File: src/rtl/trp_pkg.sv
package trp_pkg;
   localparam int TS_W       = 48;
   localparam int GL_W       = 3;
   localparam int CC_W       = 4;
   localparam int ASI_W      = 8;
   localparam int PST_W      = 12;
   localparam int WRAW_W     = 8;
   localparam int GL_LSB     = 40;
   localparam int XCC_LSB    = 36;
   localparam int ICC_LSB    = 32;
   localparam int ASI_LSB    = 24;
   localparam int PST_LSB    = 8;
   localparam int WRAW_LSB   = 0;
   localparam logic [PST_W-1:0] PST_KEEP = 12'hF3F;

   typedef struct packed {
      logic [GL_W-1:0]   gl;
      logic [CC_W-1:0]   xcc;
      logic [CC_W-1:0]   icc;
      logic [ASI_W-1:0]  asi;
      logic [PST_W-1:0]  pst;
      logic [WRAW_W-1:0] wraw;
   } ts_fields_t;

   function automatic ts_fields_t split_ts(input logic [TS_W-1:0] ts);
      ts_fields_t f;
      f.gl   = ts[GL_LSB   +: GL_W];
      f.xcc  = ts[XCC_LSB  +: CC_W];
      f.icc  = ts[ICC_LSB  +: CC_W];
      f.asi  = ts[ASI_LSB  +: ASI_W];
      f.pst  = ts[PST_LSB  +: PST_W] & PST_KEEP;
      f.wraw = ts[WRAW_LSB +: WRAW_W];
      return f;
   endfunction
endpackage

File: src/rtl/trp_pc_sel.sv
module trp_pc_sel #(
   parameter int PC_W       = 64,
   parameter int INSN_BYTES = 4
) (
   input  logic            retry_i,
   input  logic [PC_W-1:0] tpc_i,
   input  logic [PC_W-1:0] tnpc_i,
   output logic [PC_W-1:0] pc_o,
   output logic [PC_W-1:0] npc_o
);
   always_comb begin
      if (retry_i) begin
         pc_o  = tpc_i;
         npc_o = tnpc_i;
      end else begin
         pc_o  = tnpc_i;
         npc_o = tnpc_i + PC_W'(INSN_BYTES);
      end
   end
endmodule

File: src/rtl/trp_cwp_map.sv
module trp_cwp_map #(
   parameter int NWIN  = 8,
   parameter int CWP_W = $clog2(NWIN)
) (
   input  logic [7:0]       raw_i,
   output logic [CWP_W-1:0] cwp_o
);
   localparam bit POW2 = ((NWIN & (NWIN - 1)) == 0);

   generate
      if (POW2) begin : g_pow2
         logic [7:0] unused_hi;
         assign unused_hi = raw_i;
         assign cwp_o = ~raw_i[CWP_W-1:0];
      end else begin : g_mod
         logic [7:0] rem;
         assign rem   = raw_i % 8'(NWIN);
         assign cwp_o = CWP_W'(NWIN - 1) - rem[CWP_W-1:0];
      end
   endgenerate
endmodule

File: src/rtl/trp_hv_sel.sv
module trp_hv_sel #(
   parameter bit HV_EN = 1'b1,
   parameter int GL_W  = 3,
   parameter int HPS_W = 12
) (
   input  logic [GL_W-1:0]  cur_gl_i,
   input  logic [HPS_W-1:0] cur_hps_i,
   input  logic [GL_W-1:0]  new_gl_i,
   input  logic [HPS_W-1:0] new_hps_i,
   output logic [GL_W-1:0]  gl_o,
   output logic [HPS_W-1:0] hps_o
);
   generate
      if (HV_EN) begin : g_hv
         logic unused_cur;
         assign unused_cur = ^{cur_gl_i, cur_hps_i};
         assign gl_o  = new_gl_i;
         assign hps_o = new_hps_i;
      end else begin : g_nohv
         logic unused_new;
         assign unused_new = ^{new_gl_i, new_hps_i};
         assign gl_o  = cur_gl_i;
         assign hps_o = cur_hps_i;
      end
   endgenerate
endmodule

File: src/rtl/trap_return_unit.sv
module trap_return_unit
   import trp_pkg::*;
#(
   parameter int PC_W       = 64,
   parameter int NWIN       = 8,
   parameter int TL_W       = 3,
   parameter int HPS_W      = 12,
   parameter int INSN_BYTES = 4,
   parameter bit HV_EN      = 1'b1,
   localparam int CWP_W     = $clog2(NWIN)
) (
   input  logic              clk,
   input  logic              rst_n,
   input  logic              cmd_valid_i,
   input  logic              cmd_retry_i,
   input  logic [TL_W-1:0]   cur_tl_i,
   input  logic [PC_W-1:0]   saved_pc_i,
   input  logic [PC_W-1:0]   saved_npc_i,
   input  logic [47:0]       saved_state_i,
   input  logic [HPS_W-1:0]  saved_hstate_i,
   output logic [PC_W-1:0]   pc_o,
   output logic [PC_W-1:0]   npc_o,
   output logic [3:0]        xcc_o,
   output logic [3:0]        icc_o,
   output logic [7:0]        asi_o,
   output logic [11:0]       pstate_o,
   output logic [CWP_W-1:0]  cwp_o,
   output logic [2:0]        gl_o,
   output logic [HPS_W-1:0]  hpstate_o,
   output logic [TL_W-1:0]   tl_o,
   output logic              done_o,
   output logic              illegal_o
);
   if (NWIN < 2 || NWIN > 32) begin : g_bad_nwin
      $error("trap_return_unit: NWIN must lie in 2..32");
   end
   if (PC_W < 8) begin : g_bad_pcw
      $error("trap_return_unit: PC_W too small");
   end
   if (TL_W < 1) begin : g_bad_tlw
      $error("trap_return_unit: TL_W must be positive");
   end

   ts_fields_t          fld;
   logic [PC_W-1:0]     nxt_pc, nxt_npc;
   logic [CWP_W-1:0]    nxt_cwp;
   logic [GL_W-1:0]     nxt_gl;
   logic [HPS_W-1:0]    nxt_hps;
   logic                at_tl0;
   logic                unused_ts;

   assign fld       = split_ts(saved_state_i);
   assign at_tl0    = (cur_tl_i == '0);
   assign unused_ts = ^{saved_state_i[47:43], saved_state_i[23:20]};

   trp_pc_sel #(.PC_W(PC_W), .INSN_BYTES(INSN_BYTES)) u_pc_sel (
      .retry_i (cmd_retry_i),
      .tpc_i   (saved_pc_i),
      .tnpc_i  (saved_npc_i),
      .pc_o    (nxt_pc),
      .npc_o   (nxt_npc)
   );

   trp_cwp_map #(.NWIN(NWIN), .CWP_W(CWP_W)) u_cwp_map (
      .raw_i (fld.wraw),
      .cwp_o (nxt_cwp)
   );

   trp_hv_sel #(.HV_EN(HV_EN), .GL_W(GL_W), .HPS_W(HPS_W)) u_hv_sel (
      .cur_gl_i  (gl_o),
      .cur_hps_i (hpstate_o),
      .new_gl_i  (fld.gl),
      .new_hps_i (saved_hstate_i),
      .gl_o      (nxt_gl),
      .hps_o     (nxt_hps)
   );

   always_ff @(posedge clk) begin
      if (!rst_n) begin
         pc_o      <= '0;
         npc_o     <= '0;
         xcc_o     <= '0;
         icc_o     <= '0;
         asi_o     <= '0;
         pstate_o  <= '0;
         cwp_o     <= '0;
         gl_o      <= '0;
         hpstate_o <= '0;
         tl_o      <= '0;
         done_o    <= 1'b0;
         illegal_o <= 1'b0;
      end else begin
         done_o    <= 1'b0;
         illegal_o <= 1'b0;
         if (cmd_valid_i) begin
            if (at_tl0) begin
               illegal_o <= 1'b1;
            end else begin
               pc_o      <= nxt_pc;
               npc_o     <= nxt_npc;
               xcc_o     <= fld.xcc;
               icc_o     <= fld.icc;
               asi_o     <= fld.asi;
               pstate_o  <= fld.pst;
               cwp_o     <= nxt_cwp;
               gl_o      <= nxt_gl;
               hpstate_o <= nxt_hps;
               tl_o      <= cur_tl_i - TL_W'(1);
               done_o    <= 1'b1;
            end
         end
      end
   end

   // done form resumes after the saved NPC
   p_done_npc_r2: assert property (@(posedge clk) disable iff (!rst_n)
      (cmd_valid_i && !cmd_retry_i && cur_tl_i != '0) |=>
         (done_o && pc_o == $past(saved_npc_i)
          && npc_o == $past(saved_npc_i) + PC_W'(INSN_BYTES)));

   // retry form resumes at the saved PC
   p_retry_pc_r3: assert property (@(posedge clk) disable iff (!rst_n)
      (cmd_valid_i && cmd_retry_i && cur_tl_i != '0) |=>
         (done_o && pc_o == $past(saved_pc_i) && npc_o == $past(saved_npc_i)));

   // trap level drops by one
   p_tl_dec_r9: assert property (@(posedge clk) disable iff (!rst_n)
      (cmd_valid_i && cur_tl_i != '0) |=> (tl_o == $past(cur_tl_i) - TL_W'(1)));

   // refused command leaves context untouched
   p_tl0_refuse_r10: assert property (@(posedge clk) disable iff (!rst_n)
      (cmd_valid_i && cur_tl_i == '0) |=>
         (illegal_o && !done_o && $stable(pc_o) && $stable(npc_o)
          && $stable(tl_o) && $stable(cwp_o) && $stable(pstate_o)));

   // idle cycles hold everything
   p_idle_hold_r11: assert property (@(posedge clk) disable iff (!rst_n)
      !cmd_valid_i |=>
         (!done_o && !illegal_o && $stable(pc_o) && $stable(npc_o)
          && $stable(tl_o) && $stable(gl_o) && $stable(asi_o)));

   // window pointer stays inside the implemented range
   p_cwp_range_r7: assert property (@(posedge clk) disable iff (!rst_n)
      32'(cwp_o) < NWIN);

   // masked-out processor-state bits never come back set
   p_pst_mask_r6: assert property (@(posedge clk) disable iff (!rst_n)
      pstate_o[7:6] == 2'b00);

   // the two pulses are exclusive
   p_pulse_excl_r10: assert property (@(posedge clk) disable iff (!rst_n)
      $countones({done_o, illegal_o}) <= 1);
endmodule

File: config.mk
export PLATFORM = sky130hd
export DESIGN_NAME = trap_return_unit
export DESIGN_NICKNAME = d
export VERILOG_FILES = /design/src/rtl/trp_pkg.sv /design/src/rtl/trp_pc_sel.sv /design/src/rtl/trp_cwp_map.sv /design/src/rtl/trp_hv_sel.sv /design/src/rtl/trap_return_unit.sv
export SDC_FILE = /design/constraint.sdc
export NUM_CORES = 1
export LEC_CHECK = 0
export BUFFER_PORTS_ARGS = -buffer_cell sky130_fd_sc_hd__buf_2
export CAP_MARGIN = 30
export CORE_MARGIN = 2
export CORE_UTILIZATION = 30
export CTS_CLUSTER_DIAMETER = 120
export CTS_CLUSTER_SIZE = 28
export DETAILED_ROUTE_END_ITERATION = 10
export HOLD_SLACK_MARGIN = 0.12
export PLACE_DENSITY = 0.61
export SYNTH_ARGS = -nofsm -noshare
export SYNTH_HDL_FRONTEND = slang
export SYNTH_SLANG_ARGS = --single-unit
File: constraint.sdc
create_clock -name clk -period 6.1 [get_ports clk]
set_input_delay 0.61 -clock clk [delete_from_list [all_inputs] [get_ports clk]]
set_output_delay 0.61 -clock clk [all_outputs]
set_load 0.01 [all_outputs]
==> flow_summary_export.csv <==
group,metric,value,unit
yosys,ys_seq_area_frac,0.447,
layout,fin_nets,1433,
floorplanning,rows,59,
power,p_int,0.00212,W
power,clockPowerShare,0.408,
timing,finalCriticalPeriod,3090,ps
floorplanning,start_util,0.305,
timing,finalCritPeriodShare,0.506,
layout,fillers,2738,
floorplanning,io_pins,374,
outcome,status,"finished, final reports clean",
placement,gp_congestion,0.786,
cts,cts_tree,"yes",
cts,cts_setup_buffers,0,
cts,clock-sinks,177,
global_routing,met2_usage,0.321,
drt,ant_nets,0,
run,maxCapViolCount,0,
yosys,syn_area_per_cell,8.55,µm²
timing,skew,0,ps
power,p_sw_frac,0.278,
cts,cts_made_buffers,17,
cts,clock_latency,410,ps
drt,routed_wl,27200,µm
yosys,synthCells,926,
worst_setup_path,crit_chain,"buf_4 -> nand4b_1 -> nor4_2 -> nand4_1 -> or4_2 -> a31oi_1",
worst_setup_path,crit_path_end_kind,"flop",
yosys,synth.distinct_cells,42,
global_routing,globalRouteOverflowTotal,0,
cts,cts_root_buffer,"clkbuf_16",
cts,h-tree-depth,4,
power,power_frac_seq,0.435,
yosys,netlist_area,7920,µm²
global_routing,antenna_found_initial,3,
drt,avgRoutedWirePerCell,17.2,µm
global_routing,grtUsageTotal,0.188,
floorplanning,die_w,166,µm
power,p_leak,4.73,nW
floorplanning,die_h,166,µm
timing,hold_slack,366,ps
global_routing,grt_max_degree,192,
timing,rsz0062_at_grt,"no",
global_routing,grtUsageMet1,0.233,
global_routing,grt_busiest_layer,"met2",
drt,dr.pass1.iters,5,
placement,dp_hpwl,19500,µm
timing,hold_viol,0,
worst_setup_path,cp_max_fo,32,
yosys,synth_seq_cells,177,
worst_setup_path,cp_slowest_stage_delay,810,ps
drt,vias_per_cell,4.94,
layout,drive_gt1_frac,0.330,
placement,dpl_cell_area,9880,µm²
floorplanning,die_area,27700,µm²
layout,stdcell_area,10500,µm²
timing,finalSetupViolations,0,
cts,post_cts_resize_count,0,
cts,hold_buffers,0,
global_routing,met3_usage,0.0504,
timing,max_freq,0.324,GHz
placement,portBuffers,355,
worst_setup_path,worst_setup_path_start_kind,"input port",
timing,maxSlewViolCount,0,
power,p_sw,0.000815,W
hold_path,hold_path_class,"input port to flop",
timing,setup-tns-final,0,ps
global_routing,grt_pass1_vias,7312,
worst_setup_path,critPathSlowestCell,"or4_2",
power,p_per_area,279,nW/µm²
power,finalPower,0.00294,W
worst_setup_path,critPathKind,"input port to flop",
layout,area_growth,32.8,%
global_routing,grt_pass1_wl,41300,µm
power,power_frac_comb,0.157,
cts,clockBufferDepth,2,
cts,path_clk_slew,70,ps
yosys,yosysWarnings,0,
floorplanning,coreArea,26000,µm²
timing,slew-limit-headroom,0.384,
power,ir_worst_vdd,0.000125,V
drt,drc,0,
drt,first_iter_violations,413,
worst_setup_path,arrival,3430,ps
worst_setup_path,worstPathRequired,6450,ps
timing,worst_slew_pin_slew,920,ps
drt,vias,7815,
==> sequential cells by signal (all words and copies together) (netlist names) <==
signal     flops
hpstate_o     12
illegal_o      1
xcc_o          4
done_o         1
pstate_o      10
asi_o          8
gl_o           3
icc_o          4
cwp_o          3
pc_o          64
npc_o         64
tl_o           3
==> cell usage in the layout, fill, tap and decap left out, types with 24 or more instances in the layout <==
| cell type | instances |
|---|---|
| mux2i_1 | 64 |
| buf_2 | 354 |
| xor2_1 | 24 |
| dfxtp_1 | 177 |
| nand2_1 | 115 |
| a21oi_1 | 63 |
| nor2_1 | 99 |
| a211oi_1 | 90 |
| o21ai_0 | 47 |
==> critical path: cells and delay by family <==
family	cells	cell delay, ps
AND/OR/NAND/NOR	4	2340
AO/OA/AOI/OAI	1	190
buffers and inverters	1	290
==> per-layer routing <==
| metal | wire [µm] | up-vias |
|---|---|---|
| li1 | - | 3938 |
| met1 | 11800 | 3605 |
| met2 | 13300 | 240 |
| met3 | 1630 | 28 |
| met4 | 471 | 4 |
| met5 | 27 | - |
==> synthesized netlist by cell type, drive strengths merged <==
master / count / share of area
mux2i: 64 / 0.081
xor2: 24 / 0.027
inv: 12 / 0.0057
and3: 6 / 0.0051
or3: 8 / 0.0068
conb: 1 / 0.00047
nand3b: 1 / 0.00095
a211oi: 90 / 0.085
nor2: 99 / 0.047
and2: 3 / 0.0024
clkbuf: 65 / 0.036
and4: 3 / 0.0033
nand2b: 1 / 0.00079
ha: 3 / 0.0047
dfxtp: 177 / 0.45
xnor2: 17 / 0.019
nand3: 18 / 0.011
and4b: 1 / 0.0014
or4: 16 / 0.016
nand2: 116 / 0.055
nor2b: 2 / 0.0016
or2: 1 / 0.00079
a31oi: 21 / 0.017
nor4b: 2 / 0.0022
o2bb2ai: 1 / 0.0011
nor4: 8 / 0.0071
nand4b: 2 / 0.0022
nand4: 23 / 0.020
buf: 10 / 0.0060
o31ai: 14 / 0.013
a21oi: 63 / 0.040
o21ai: 47 / 0.030
nor3: 7 / 0.0044
==> cell families after synthesis <==
kind of cell,Yosys count,synth area share
mux,64,0.0809
flops,177,0.447
other cells,1,0.000473
simple gates,317,0.188
xor+xnor,41,0.0453
buf+inv,87,0.0475
fa+ha+maj,3,0.00474
compound gates,236,0.186
==> through the flow <==
| stage | instances | util | worst slack (ps) |
|---|---|---|---|
| floorplan | 927 | - | 3370 |
| global placement | 1551 | 0.380 | 2530 |
| detailed placement | 1551 | 0.380 | 2490 |
| CTS | 1582 | 0.405 | 2940 |
| global route | 1582 | 0.405 | 2770 |
| finish | 1583 | 0.405 | 3010 |
==> power by group through the flow <==
stage / clock network (W) / registers (W) / logic [W]
after detailed placement: 0 / 0.00130 / 0.000466
final: 0.00120 / 0.00128 / 0.000461
after global placement: 0 / 0.00130 / 0.000460
after floorplan: 0 / 0.00135 / 0.000201
after global routing: 0.00129 / 0.00129 / 0.000509
after CTS: 0.00124 / 0.00128 / 0.000468
==> cell type report <==
class                           instances  area [µm²]  area share
Clock buffer                           18         429      0.0408
Timing Repair Buffer                  364        1860       0.177
Clock inverter                         13         199      0.0189
Multi-Input combinational cell        663        4020       0.382
Antenna cell                            1        2.50    0.000238
Sequential cell                       177        3540       0.337
Tap cell                              335         419      0.0399
Inverter                               12        47.5     0.00452
==> final timing paths <==
| check | startpoint | to | slack (ps) | depth (start not counted) |
|---|---|---|---|---|
| worst max-delay path | cmd_retry_i | npc_o[58] | 3010 | 6 |
| worst min-delay path | saved_state_i[2] | cwp_o[2] | 370 | 2 |
| worst max register to register | pc_o[39] | pc_o[39] | 5360 | 2 |
| worst min register to register | asi_o[0] | asi_o[0] | 450 | 2 |
Note: power is estimated with default switching activity, not from simulation.
